File: config.mk
export PLATFORM = sky130hd
export DESIGN_NAME = phy_err_stats
export DESIGN_NICKNAME = d
export VERILOG_FILES = /design/src/rtl/phy_err_stats_pkg.sv /design/src/rtl/sat_clr_counter.sv /design/src/rtl/rxerr_qualifier.sv /design/src/rtl/phy_err_stats.sv
export SDC_FILE = /design/constraint.sdc
export NUM_CORES = 1
export LEC_CHECK = 0
export CAP_MARGIN = 20
export CORE_AREA = 2 2 66 68
export CTS_CLUSTER_DIAMETER = 150
export DETAILED_ROUTE_END_ITERATION = 10
export DIE_AREA = 0 0 68 70
export PLACE_DENSITY = 0.7
export SLEW_MARGIN = 5
export SYNTH_ARGS = -nofsm -noshare
export SYNTH_HDL_FRONTEND = slang
export SYNTH_HIERARCHICAL = 1
export SYNTH_SLANG_ARGS = --single-unit
File: constraint.sdc
create_clock -name clk -period 3.17 [get_ports clk]
set_clock_uncertainty 0.1 [all_clocks]
set_input_delay 0.634 -clock clk [delete_from_list [all_inputs] [get_ports clk]]
set_output_delay 0.634 -clock clk [all_outputs]
set_load 0.1 [all_outputs]
File: src/rtl/phy_err_stats_pkg.sv
package phy_err_stats_pkg;
  localparam int REG_W   = 16;
  localparam int CNT_W   = 8;
  localparam int NUM_CNT = 2;
  localparam int IDX_FC  = 0;
  localparam int IDX_RX  = 1;
endpackage

File: src/rtl/sat_clr_counter.sv
module sat_clr_counter #(
  parameter int W = 8
) (
  input  logic         clk,
  input  logic         rst,
  input  logic         inc,
  input  logic         rd_clr,
  input  logic         wr_en,
  input  logic [W-1:0] wr_val,
  output logic [W-1:0] cnt
);
  localparam logic [W-1:0] MAXV = {W{1'b1}};
  localparam logic [W-1:0] ONE  = {{(W-1){1'b0}}, 1'b1};

  always_ff @(posedge clk) begin
    if (rst)
      cnt <= '0;
    else if (wr_en)
      cnt <= wr_val;
    else if (rd_clr)
      cnt <= inc ? ONE : '0;
    else if (inc && cnt != MAXV)
      cnt <= cnt + ONE;
  end
endmodule

File: src/rtl/rxerr_qualifier.sv
module rxerr_qualifier (
  input  logic clk,
  input  logic rst,
  input  logic carrier_valid,
  input  logic invalid_symbol,
  input  logic collision,
  output logic count_pulse
);
  logic cv_q;
  logic settled_q;
  logic new_carrier;
  logic settled_eff;

  // Per-carrier flag: set once the event is counted or a collision is seen.
  assign new_carrier = carrier_valid & ~cv_q;
  assign settled_eff = settled_q & ~new_carrier;
  assign count_pulse = carrier_valid & invalid_symbol & ~collision & ~settled_eff;

  always_ff @(posedge clk) begin
    if (rst) begin
      cv_q      <= 1'b0;
      settled_q <= 1'b0;
    end else begin
      cv_q      <= carrier_valid;
      settled_q <= carrier_valid & (settled_eff | invalid_symbol | collision);
    end
  end
endmodule

File: src/rtl/phy_err_stats.sv
module phy_err_stats
  import phy_err_stats_pkg::*;
#(
  parameter int              ADDR_W  = 8,
  parameter logic [ADDR_W-1:0] FC_OFFS = 8'hD0,
  parameter logic [ADDR_W-1:0] RX_OFFS = 8'hD4
) (
  input  logic              clk,
  input  logic              rst,
  input  logic              fc_event,
  input  logic              carrier_valid,
  input  logic              invalid_symbol,
  input  logic              collision,
  input  logic [ADDR_W-1:0] reg_addr,
  input  logic              reg_rd,
  input  logic              reg_wr,
  input  logic [REG_W-1:0]  reg_wdata,
  output logic [REG_W-1:0]  reg_rdata
);
  logic [NUM_CNT-1:0] sel;
  logic [NUM_CNT-1:0] inc;
  logic [CNT_W-1:0]   cnt_q [NUM_CNT];
  logic [REG_W-1:0]   rd_mux;
  logic               rx_pulse;
  logic               unused_wdata_hi;
  logic [CNT_W-1:0]   fc_cnt_w;
  logic [CNT_W-1:0]   rx_cnt_w;

  assign unused_wdata_hi = ^reg_wdata[REG_W-1:CNT_W];

  assign sel[IDX_FC] = (reg_addr == FC_OFFS);
  assign sel[IDX_RX] = (reg_addr == RX_OFFS);

  rxerr_qualifier u_qual (
    .clk           (clk),
    .rst           (rst),
    .carrier_valid (carrier_valid),
    .invalid_symbol(invalid_symbol),
    .collision     (collision),
    .count_pulse   (rx_pulse)
  );

  assign inc[IDX_FC] = fc_event;
  assign inc[IDX_RX] = rx_pulse;

  genvar gi;
  generate
    for (gi = 0; gi < NUM_CNT; gi++) begin : g_cnt
      sat_clr_counter #(.W(CNT_W)) u_cnt (
        .clk   (clk),
        .rst   (rst),
        .inc   (inc[gi]),
        .rd_clr(reg_rd & sel[gi]),
        .wr_en (reg_wr & sel[gi]),
        .wr_val(reg_wdata[CNT_W-1:0]),
        .cnt   (cnt_q[gi])
      );
    end
  endgenerate

  assign fc_cnt_w = cnt_q[IDX_FC];
  assign rx_cnt_w = cnt_q[IDX_RX];

  always_comb begin
    rd_mux = '0;
    for (int i = 0; i < NUM_CNT; i++)
      if (sel[i]) rd_mux = {{(REG_W-CNT_W){1'b0}}, cnt_q[i]};
  end

  always_ff @(posedge clk) begin
    if (rst)
      reg_rdata <= '0;
    else if (reg_rd)
      reg_rdata <= rd_mux;
  end
endmodule

== Word level (Yosys, flattened, before mapping) ==
Cells that the tools add are included.

* Register bits: 34
* Input bits: 32
* Output and inout bits: 16
* Logic and storage cells: 41

* Add/sub/neg operators: 2
* Eq/ne operators: 4
* Mux-type cells: 10
* Bitwise logic cells: 16
* Reduce and logical (&&, ||, !) cells: 4

{| class="wikitable"
|+ Operator list
! cell !! count
|-
| $mux W8 || 7
|-
| $add A8 B1 Y8 const B || 2
|-
| $eq A8 B8 Y1 const B || 2
|-
| $mux W16 || 1
|-
| $ne A8 B8 Y1 const B || 2
|-
| $and A1 B1 Y1 || 10
|-
| $reduce_bool A3 Y1 || 2
|-
| $not A1 Y1 || 4
|-
| $logic_and A1 B1 Y1 || 2
|-
| $mux W1 || 2
|-
| $or A1 B1 Y1 || 2
|}

== Logic depth before layout (Yosys ltp) ==
Gate-level depths: netlist (run 1).

* Word-level depth: 10
* Mapped depth: 7
* Gate-level depth less buffers: 6

== By module ==
Netlist (run 1), hierarchy kept.

{| class="wikitable"
|+ Modules (own cells, without submodules)
! module !! instances !! cells an instance !! area an instance (µm²) !! seq. area each (µm²)
|-
| sat_clr_counter || 2 || 65 || 536.8 || 160.2
|-
| phy_err_stats || 1 || 55 || 579.3 || 160.2
|-
| rxerr_qualifier || 1 || 7 || 83.8 || 40.0
|}

== Worst setup path before layout (run 1) ==
OpenSTA, ideal clock, no wires.

* Kind: input-to-reg
* From: in reg_addr[3]
* To: reg g_cnt[0].u_cnt.cnt[2]
* Library setup time: 0.131 ns
* Data arrival time: 2.267 ns
* Data required time: 2.939 ns
* Setup slack: 0.672 ns
* Stages on the path: 7
* Path buffers: 2
* Path through: nand4bb_1 buf_1 nor4_1 or2_2 clkbuf_1 a2bb2oi_1 nor4_1

* Cells in the longest elaborated chain, start to end: 4
* Elaborated cells between the ends (all ways): 6
* Those cells by class: 1 x eq/ne; 2 x mux; 2 x bitwise; 1 x reduce/logical

{| class="wikitable"
|+ RTL lines
! item !! RTL line !! text
|-
| from (decl) || phy_err_stats.sv:14 || <nowiki>input logic [ADDR_W-1:0] reg_addr,</nowiki>
|-
| $eq A8 B8 Y1 * || phy_err_stats.sv:31 || <nowiki>assign sel[IDX_FC] = (reg_addr == FC_OFFS);</nowiki>
|-
| $and A1 B1 Y1 || phy_err_stats.sv:53 || <nowiki>.rd_clr(reg_rd & sel[gi]),</nowiki>
|-
| $mux W8 || sat_clr_counter.sv:20 || <nowiki>else if (rd_clr)</nowiki>
|-
| $mux W8 || sat_clr_counter.sv:18 || <nowiki>else if (wr_en)</nowiki>
|-
| to (signal assigned) || sat_clr_counter.sv:19 || <nowiki>cnt <= wr_val;</nowiki>
|-
| to (signal assigned) || sat_clr_counter.sv:21 || <nowiki>cnt <= inc ? ONE : '0;</nowiki>
|-
| to (signal assigned) || sat_clr_counter.sv:23 || <nowiki>cnt <= cnt + ONE;</nowiki>
|-
| to (decl) || sat_clr_counter.sv:10 || <nowiki>output logic [W-1:0] cnt</nowiki>
|}

Mark *: on every way between the ends. The rest lies on a longest branch, timed or not.
A chain may end at the register's enable or synchronous reset.

== Worst setup path after layout (run 1) ==
* From: in reg_addr[4]
* To: reg g_cnt[1].u_cnt.cnt[5]

* Cells in the longest elaborated chain, start to end: 4
* Elaborated cells between the ends (all ways): 6
* Those cells by class: 1 x eq/ne; 2 x mux; 2 x bitwise; 1 x reduce/logical

{| class="wikitable"
|+ RTL lines
! item !! RTL line !! text
|-
| $eq A8 B8 Y1 * || phy_err_stats.sv:32 || <nowiki>assign sel[IDX_RX] = (reg_addr == RX_OFFS);</nowiki>
|-
| $and A1 B1 Y1 || phy_err_stats.sv:53 ||
|-
| $mux W8 || sat_clr_counter.sv:20 ||
|-
| $mux W8 || sat_clr_counter.sv:18 ||
|-
| to (signal assigned) || sat_clr_counter.sv:19 ||
|-
| to (signal assigned) || sat_clr_counter.sv:21 ||
|-
| to (signal assigned) || sat_clr_counter.sv:23 ||
|-
| to (decl) || sat_clr_counter.sv:10 ||
|}

Marked as above.

==> qor.yml, run 1 <==
detailed_routing:
  vias: 1582
  drc: 0
  drtPass1Iterations: 4
  via_per_inst: 5.75
  routed_wl_mm: 4.19
  first_iter_violations: 79
  wl_per_cell_um: 15.2
  antenna_left: 0
grt:
  use_met3: 0.0386
  overflow: 0
  grt.busiest_layer: "met1"
  antenna_found_initial: 0
  grtUsageTotal: 0.186
  gr-usage-met2: 0.269
  grt_pass1_vias: 1488
  grt_max_degree: 17
  grt_pass1_wl_mm: 6.96
  met1_usage: 0.275
timing:
  period_needed_ns: 2.51
  final-setup-viol-count: 0
  slew_violations: 0
  fin_tns_setup_ns: 0
  hold_ws_ns: 0.439
  hold_viol_final: 0
  period_share: 0.792
  max_freq_mhz: 398
  rsz0062_at_grt: "false"
clock_network:
  ctsResizeCount: 0
  cts_hold_buf: 0
  root_buffer: "clkbuf_8"
  path_clk_slew_ns: 0.10
  ctsLongestPathBuffers: 2
  post-cts-setup-buffers: 0
  cts_tree: "yes"
  clock-sinks: 26
  cts_max_level: 1
  cts-buffers-inserted: 3
  clock_latency_ns: 0.28
worst_setup_path:
  cp_max_fo: 13
  worst-setup-path-type: "in2reg"
  worstSetupEndpoint: "g_cnt[1].u_cnt/cnt[5]$_SDFFE_PP0P_"
  timing.rr.start: "g_cnt[1].u_cnt/cnt[0]$_SDFFE_PP0P_"
  r2r_setup_slack_ns: 1.38
  reg2reg_depth: 5
  critPathLaunch: "reg_addr[4]"
  cp_data_required_time_ns: 3.26
  path_cells: "clkdlybuf4s50_1 -> or3b_4 -> nor4_2 -> buf_4 -> nand2_1 -> o21ai_1 -> a21bo_1 -> a221oi_1"
  start_kind: "input port"
  worst_path_max_delay_cell: "or3b_4"
  slowest_delay_ns: 0.47
  r2r-end: "g_cnt[1].u_cnt/cnt[5]$_SDFFE_PP0P_"
  crit_path_end_kind: "register"
  cp.arrival_ns: 2.60
power:
  p_leak_nw: 0.800
  powerDensity_mw_per_mm2: 368
  p_total_w: 0.000788
  vdd_ir_drop_max_mv: 0.358
floorplan:
  num_io_pins: 48
  rows: 24
  start_util: 0.419
  dieArea_mm2: 0.00476
  coreArea_mm2: 0.00414
  die-width_um: 68
  fp.dieH_um: 70
worst_hold_path:
  worstHoldPathType: "reg2reg"
final_layout:
  multiInputGateArea_mm2: 0.00111
  drive_gt1_frac: 0.220
  n_fill_cell: 390
  utilization: 0.518
  regArea_um2: 520
  area_growth_pct: 23.5
  fin_nets: 258
  final_area_mm2: 0.00214
  antenna_cells: 0
synthesis:
  synthMuxAreaShare: 0.0576
  synth-compound-area-share: 0.280
  synth_edf_count: 0
  synth_top_family_by_area: "compound AO/OA/AOI/OAI gates"
  synthAdderAreaFrac: 0.0144
  synth-xor-area-share: 0.0202
  netlist_instances: 192
  postSynthAreaPerCell_um2: 9.05
  async_flop_share: 0
  synth_warnings: 6
  ys_seq_area_frac: 0.300
  synthFlopType: "dfxtp_1"
  synth_seq_cells: 26
  syn-cell-area_mm2: 0.00174
  synth_cell_types: 43
  synthSimpleGateAreaFrac: 0.241
place:
  portBuffers: 31
  dp_hpwl_mm: 3.12
  gp_congestion: 0.902
  dpl_cell_area_mm2: 0.00207
run:
  maxCapViolations: 0
run_status:
  outcome: "complete, no violations"
[area by class of cell]
type                            count  area share
Clock buffer                        3      0.0193
Clock inverter                      1      0.0140
Inverter                           10      0.0175
Multi-Input combinational cell    145       0.516
Sequential cell                    26       0.243
Tap cell                           52      0.0303
Timing Repair Buffer               38       0.160
[worst max-delay path: cells and delay by family]
family	cells	cell delay, ns
AND/OR/NAND/NOR	3	0.72
AO/OA/AOI/OAI	3	0.56
buffers and inverters	2	0.67
[sequential cells by signal, indices dropped and copies added, names as in the netlist]
signal / cells
reg_rdata: 8
u_qual/cv_q: 1
u_qual/settled_q: 1
g_cnt.u_cnt/cnt: 16
[worst min path at each step]
stage                                        from                                  to  slack [ns]  depth (start not counted)
2_1_floorplan              u_qual/cv_q$_SDFF_PP0_         u_qual/settled_q$_SDFF_PP0_        0.39                          2
3_3_place_gp               u_qual/cv_q$_SDFF_PP0_         u_qual/settled_q$_SDFF_PP0_        0.41                          2
3_5_place_dp   g_cnt[0].u_cnt/cnt[1]$_SDFFE_PP0P_  g_cnt[0].u_cnt/cnt[1]$_SDFFE_PP0P_        0.43                          2
4_1_cts        g_cnt[0].u_cnt/cnt[1]$_SDFFE_PP0P_  g_cnt[0].u_cnt/cnt[1]$_SDFFE_PP0P_        0.44                          2
5_1_grt        g_cnt[0].u_cnt/cnt[1]$_SDFFE_PP0P_  g_cnt[0].u_cnt/cnt[1]$_SDFFE_PP0P_        0.46                          2
6_report       g_cnt[0].u_cnt/cnt[1]$_SDFFE_PP0P_  g_cnt[0].u_cnt/cnt[1]$_SDFFE_PP0P_        0.44                          2
[cells by family after synthesis]
group / count (synthesis)
AOI/OAI and AO/OA: 52
xor gates and xnor gates: 4
adders and majority gates: 2
buffers and inverters: 28
DFF: 26
muxes: 10
other: 1
and+or+nand+nor: 69
[routing by layer]
layer  up-vias  part of all wire
met5         -                 0
met4         0             0.012
met3         6             0.069
met2        57              0.44
met1       735              0.48
li1        784                 -
[cell usage after synthesis, types with 2 or more instances]
cell       number  area [um2]
nor3b_1         2        15.0
a2bb2oi_1       2        17.5
nand2_2         2        12.5
inv_1          10        37.5
a22oi_1         4        30.0
nor4_1          8        50.1
o21ai_4         2        32.5
nand3_1         8        40.0
or2_2           2        12.5
mux2i_1        10         100
a311oi_1        2        17.5
dfxtp_1        26         521
a211oi_1       12        90.1
xnor2_1         4        35.0
a211o_1         2        17.5
nand2_1        12        45.0
o21a_1          2        15.0
o21ai_1         2        10.0
a21bo_1         2        20.0
ha_1            2        25.0
nor2_1          4        15.0
buf_1           3        11.3
o31a_1          2        17.5
buf_4           8        60.1
o31ai_1         4        30.0
or3b_2          8        70.1
o41ai_1         4        35.0
a221oi_1        4        35.0
nand2b_1        3        18.8
nand4_2         2        25.0
nor3_1         12        60.1
buf_2           4        20.0
nor2_2          2        12.5
clkbuf_1        2        7.51
o41ai_2         6        97.6
[stage by stage]
step / cells / setup slack [ns]
after floorplan: 199 / 0.672
after global placement: 271 / 0.408
after detailed placement: 271 / 0.376
after CTS: 275 / 0.666
after global routing: 275 / 0.549
final: 275 / 0.658
[where the power goes]
part | total [W] | internal [W] | switching, W | leakage (nW)
combinational | 0.000153 | 0.0000599 | 0.0000936 | 0.552
clock | 0.000280 | 0.000169 | 0.000110 | 0.0357
sequential | 0.000355 | 0.000338 | 0.0000173 | 0.212
total | 0.000788 | 0.000567 | 0.000221 | 0.800
[cell usage in the layout (no fill, tap or decap), types with 3 or more instances in the layout]
cell type	synthesis	layout
nor3_1	12	12
clkdlybuf4s50_1	0	23
a22oi_1	4	4
nor4_1	8	6
a221oi_1	4	4
clkbuf_8	0	3
inv_1	10	10
buf_4	8	15
nor2_1	4	4
nand2_1	12	12
mux2i_1	10	10
a211oi_1	12	12
xnor2_1	4	4
o41ai_1	4	4
nand3_1	8	8
or3b_2	8	8
o31ai_1	4	4
dfxtp_1	26	26
conb_1	1	8
o41ai_2	6	6
nand2b_1	3	3
(Power assumes the default switching activity.)
==> inputs of run 2 (changes only) <==
--- a/config.mk
+++ b/config.mk
@@ -6,11 +6,11 @@
 export NUM_CORES = 1
 export LEC_CHECK = 0
 export CAP_MARGIN = 20
-export CORE_AREA = 2 2 66 68
+export CORE_AREA = 2 2 67 69
 export CTS_CLUSTER_DIAMETER = 150
 export DETAILED_ROUTE_END_ITERATION = 10
-export DIE_AREA = 0 0 68 70
-export PLACE_DENSITY = 0.7
+export DIE_AREA = 0 0 69 71
+export PLACE_DENSITY = 0.71
 export SLEW_MARGIN = 5
 export SYNTH_ARGS = -nofsm -noshare
 export SYNTH_HDL_FRONTEND = slang
==> constraint.sdc (replaced) <==
create_clock -name clk -period 2.3 [get_ports clk]
set_clock_uncertainty 0.1 [all_clocks]
set_input_delay 0.46 -clock clk [delete_from_list [all_inputs] [get_ports clk]]
set_output_delay 0.46 -clock clk [all_outputs]
set_load 0.1 [all_outputs]
==> run 2 against run 1 <==
  * Register-to-register slack worse by 0.89 ns
  * Worst hold slack worse by 0.0054 ns
  * First-iteration DRC count down 16%
  * Routed wire length up 4.7%
  * Sequential power up 38%
  * Cell area up 8.3%
  * Flip-flop and latch count unchanged
  * Setup slack worse by 0.53 ns
  * Non-clock buffer count up 20
  * Critical path depth unchanged
  * Core utilization up 3.5 points
  * Clock power up 37%
==> qor.yml, run 2 (synthesis gave the netlist of run 1 again) <==
floorplan:
  dieArea_mm2: 0.00490  # +2.9%
  die-width_um: 69  # +1.5%
  start_util: 0.413  # -0.00599
  coreArea_mm2: 0.00420  # +1.4%
  num_io_pins: 48  # unchanged
  fp.dieH_um: 71  # +1.4%
  rows: 24  # unchanged
timing:
  period_share: 0.945
  timing.final.ws_setup_ns: 0.126  # -0.532 ns
  final-setup-viol-count: 0  # unchanged
  slew_violations: 0  # unchanged
  hold_viol_final: 0  # unchanged
  period_needed_ns: 2.17
  rsz0062_at_grt: "false"
  hold_ws_ns: 0.433  # -0.00538 ns
  max_freq_mhz: 460
clock_network:
  cts-buffers-inserted: 3  # unchanged
  clock_latency_ns: 0.27  # about the same
  path_clk_slew_ns: 0.09  # about the same
  cts_max_level: 1  # unchanged
  cts_hold_buf: 0  # unchanged
  ctsLongestPathBuffers: 2  # unchanged
  cts_tree: "yes"
  root_buffer: "clkbuf_8"
  clock-sinks: 26  # unchanged
final_layout:
  reg_top3: "g_cnt.u_cnt/cnt: 16 flops, reg_rdata: 8 flops"
  utilization: 0.552  # +0.0349
  antenna_cells: 0  # unchanged
  drive_gt1_frac: 0.284  # +0.0642
  n_fill_cell: 393  # +0.77%
  largest_reg_flops: 16  # unchanged
  top_register: "g_cnt.u_cnt/cnt"
  final_area_mm2: 0.00232  # +8.3%
  area_growth_pct: 33.7
  layout_commonest_cell: "buf_4"
  final_cell_mix: "buf_4 (33), dfxtp_1 (26), clkdlybuf4s50_1 (23)"
  fin_nets: 278  # +7.8%
grt:
  overflow: 0  # unchanged
  grt_pass1_vias: 1595  # +7.2%
  antenna_found_initial: 0  # unchanged
  grtUsageTotal: 0.179  # -0.00689
  grt_pass1_wl_mm: 7.29  # +4.8%
  grt_max_degree: 17  # unchanged
worst_setup_path:
  crit_path_end_kind: "register"
  cp.arrival_ns: 2.25  # -0.35 ns
  cp_data_required_time_ns: 2.38  # -0.88 ns
  cp_max_fo: 5  # -8
  reg2reg_depth: 5  # unchanged
  start_kind: "input port"
  worst-setup-path-type: "in2reg"
detailed_routing:
  routed_wl_mm: 4.38  # +4.7%
  antenna_left: 0  # unchanged
  first_iter_violations: 66  # -16%
  via_per_inst: 5.60  # -2.6%
  wl_per_cell_um: 14.9  # -2.4%
  vias: 1653  # +4.5%
  drc: 0  # unchanged
  drtPass1Iterations: 4  # unchanged
place:
  dp_hpwl_mm: 3.33  # +6.7%
  post-place-ws_ns: -0.181  # -0.557 ns
  portBuffers: 31  # unchanged
  gp_congestion: 0.837  # -7.2%
  dpl_cell_area_mm2: 0.00223  # +7.5%
power:
  vdd_ir_drop_max_mv: 0.294  # -18%
  swShare: 0.279  # -0.00214
  powerDensity_mw_per_mm2: 471  # +28%
  pwr-share-clk: 0.350  # -0.005
  p_int_w: 0.000790  # +39%
  p_leak_nw: 0.901  # +13%
  switchingPower_w: 0.000305  # +38%
  power_frac_seq: 0.448  # -0.003
  pwr-share-comb: 0.203  # +0.008
worst_hold_path:
  worstHoldPathType: "reg2reg"
  hold_depth: 2  # unchanged
run_status:
  outcome: "complete, no violations"
run:
  maxCapViolations: 0  # unchanged
run 2: cell types whose count changed in the layout (fill, tap and decap cells not counted), sizes merged:
| cell | change |
|---|---|
| buf | +20 |
run 2: path summary, 6_finish.rpt:
path,start,to,slack (ns)
setup / recovery,reg_addr[4],g_cnt[1].u_cnt/cnt[5]$_SDFFE_PP0P_,0.13
hold / removal,u_qual/cv_q$_SDFF_PP0_,u_qual/settled_q$_SDFF_PP0_,0.43
setup reg to reg,g_cnt[1].u_cnt/cnt[0]$_SDFFE_PP0P_,g_cnt[1].u_cnt/cnt[7]$_SDFFE_PP0P_,0.49
hold reg to reg,u_qual/cv_q$_SDFF_PP0_,u_qual/settled_q$_SDFF_PP0_,0.43
run 2: critical path, stage by stage:
cell	delay [ns]
clkdlybuf4s50_1	0.44
or3b_4	0.42
nor4_4	0.14
buf_4	0.16
nand2_1	0.07
o21ai_1	0.07
a21bo_1	0.20
a221oi_1	0.29
run 2: layer usage:
metal / vias up / global-route usage / share of wire / wire length [um]
met5: - / 0 / 0 / 0
met3: 6 / 0.0442 / 0.084 / 370
met1: 763 / 0.245 / 0.45 / 1990
met4: 0 / 0.0566 / 0.012 / 53
li1: 822 / - / - / -
met2: 62 / 0.280 / 0.45 / 1970
run 2: final cells by class:
class | instances | area [um2] | share of cell area
multi-input combinational | 145 | 1120 | 0.482
sequential | 26 | 520 | 0.224
timing repair buffer | 58 | 509 | 0.219
tap | 52 | 65.1 | 0.0280
clock buffer | 3 | 41.3 | 0.0178
inverter | 10 | 37.5 | 0.0162
clock inverter | 1 | 30.0 | 0.0129
run 2: power groups by stage:
stage	logic (W)	registers, W	clock network [W]
2_1_floorplan	0.000154	0.000494	0
3_3_place_gp	0.000218	0.000500	0
3_5_place_dp	0.000219	0.000500	0
4_1_cts	0.000221	0.000490	0.000389
5_1_grt	0.000239	0.000493	0.000413
6_report	0.000222	0.000490	0.000383
run 2: repair_timing:
action	4_1_cts	5_1_grt
buffers inserted	0	1
gates resized for setup	0	3
setup endpoints to repair	0	3
run 2: metrics by stage:
step           total power, W  std cells  setup TNS [ns]
2_1_floorplan        0.000647        199         -0.0589
3_3_place_gp         0.000719        290           -1.30
3_5_place_dp         0.000720        290           -1.38
4_1_cts               0.00110        294               0
5_1_grt               0.00115        295               0
6_report              0.00109        295               0
==> inputs of run 3 (changes only) <==
--- a/config.mk
+++ b/config.mk
@@ -5,9 +5,11 @@
 export SDC_FILE = /design/constraint.sdc
 export NUM_CORES = 1
 export LEC_CHECK = 0
+export ABC_CLOCK_PERIOD_IN_PS = 2300
 export CAP_MARGIN = 20
 export CORE_AREA = 2 2 67 69
 export CTS_CLUSTER_DIAMETER = 150
+export CTS_CLUSTER_SIZE = 40
 export DETAILED_ROUTE_END_ITERATION = 10
 export DIE_AREA = 0 0 69 71
 export PLACE_DENSITY = 0.71
==> results of run 3 <==
Final layout, timing and power as in run 2 (identical DEF).
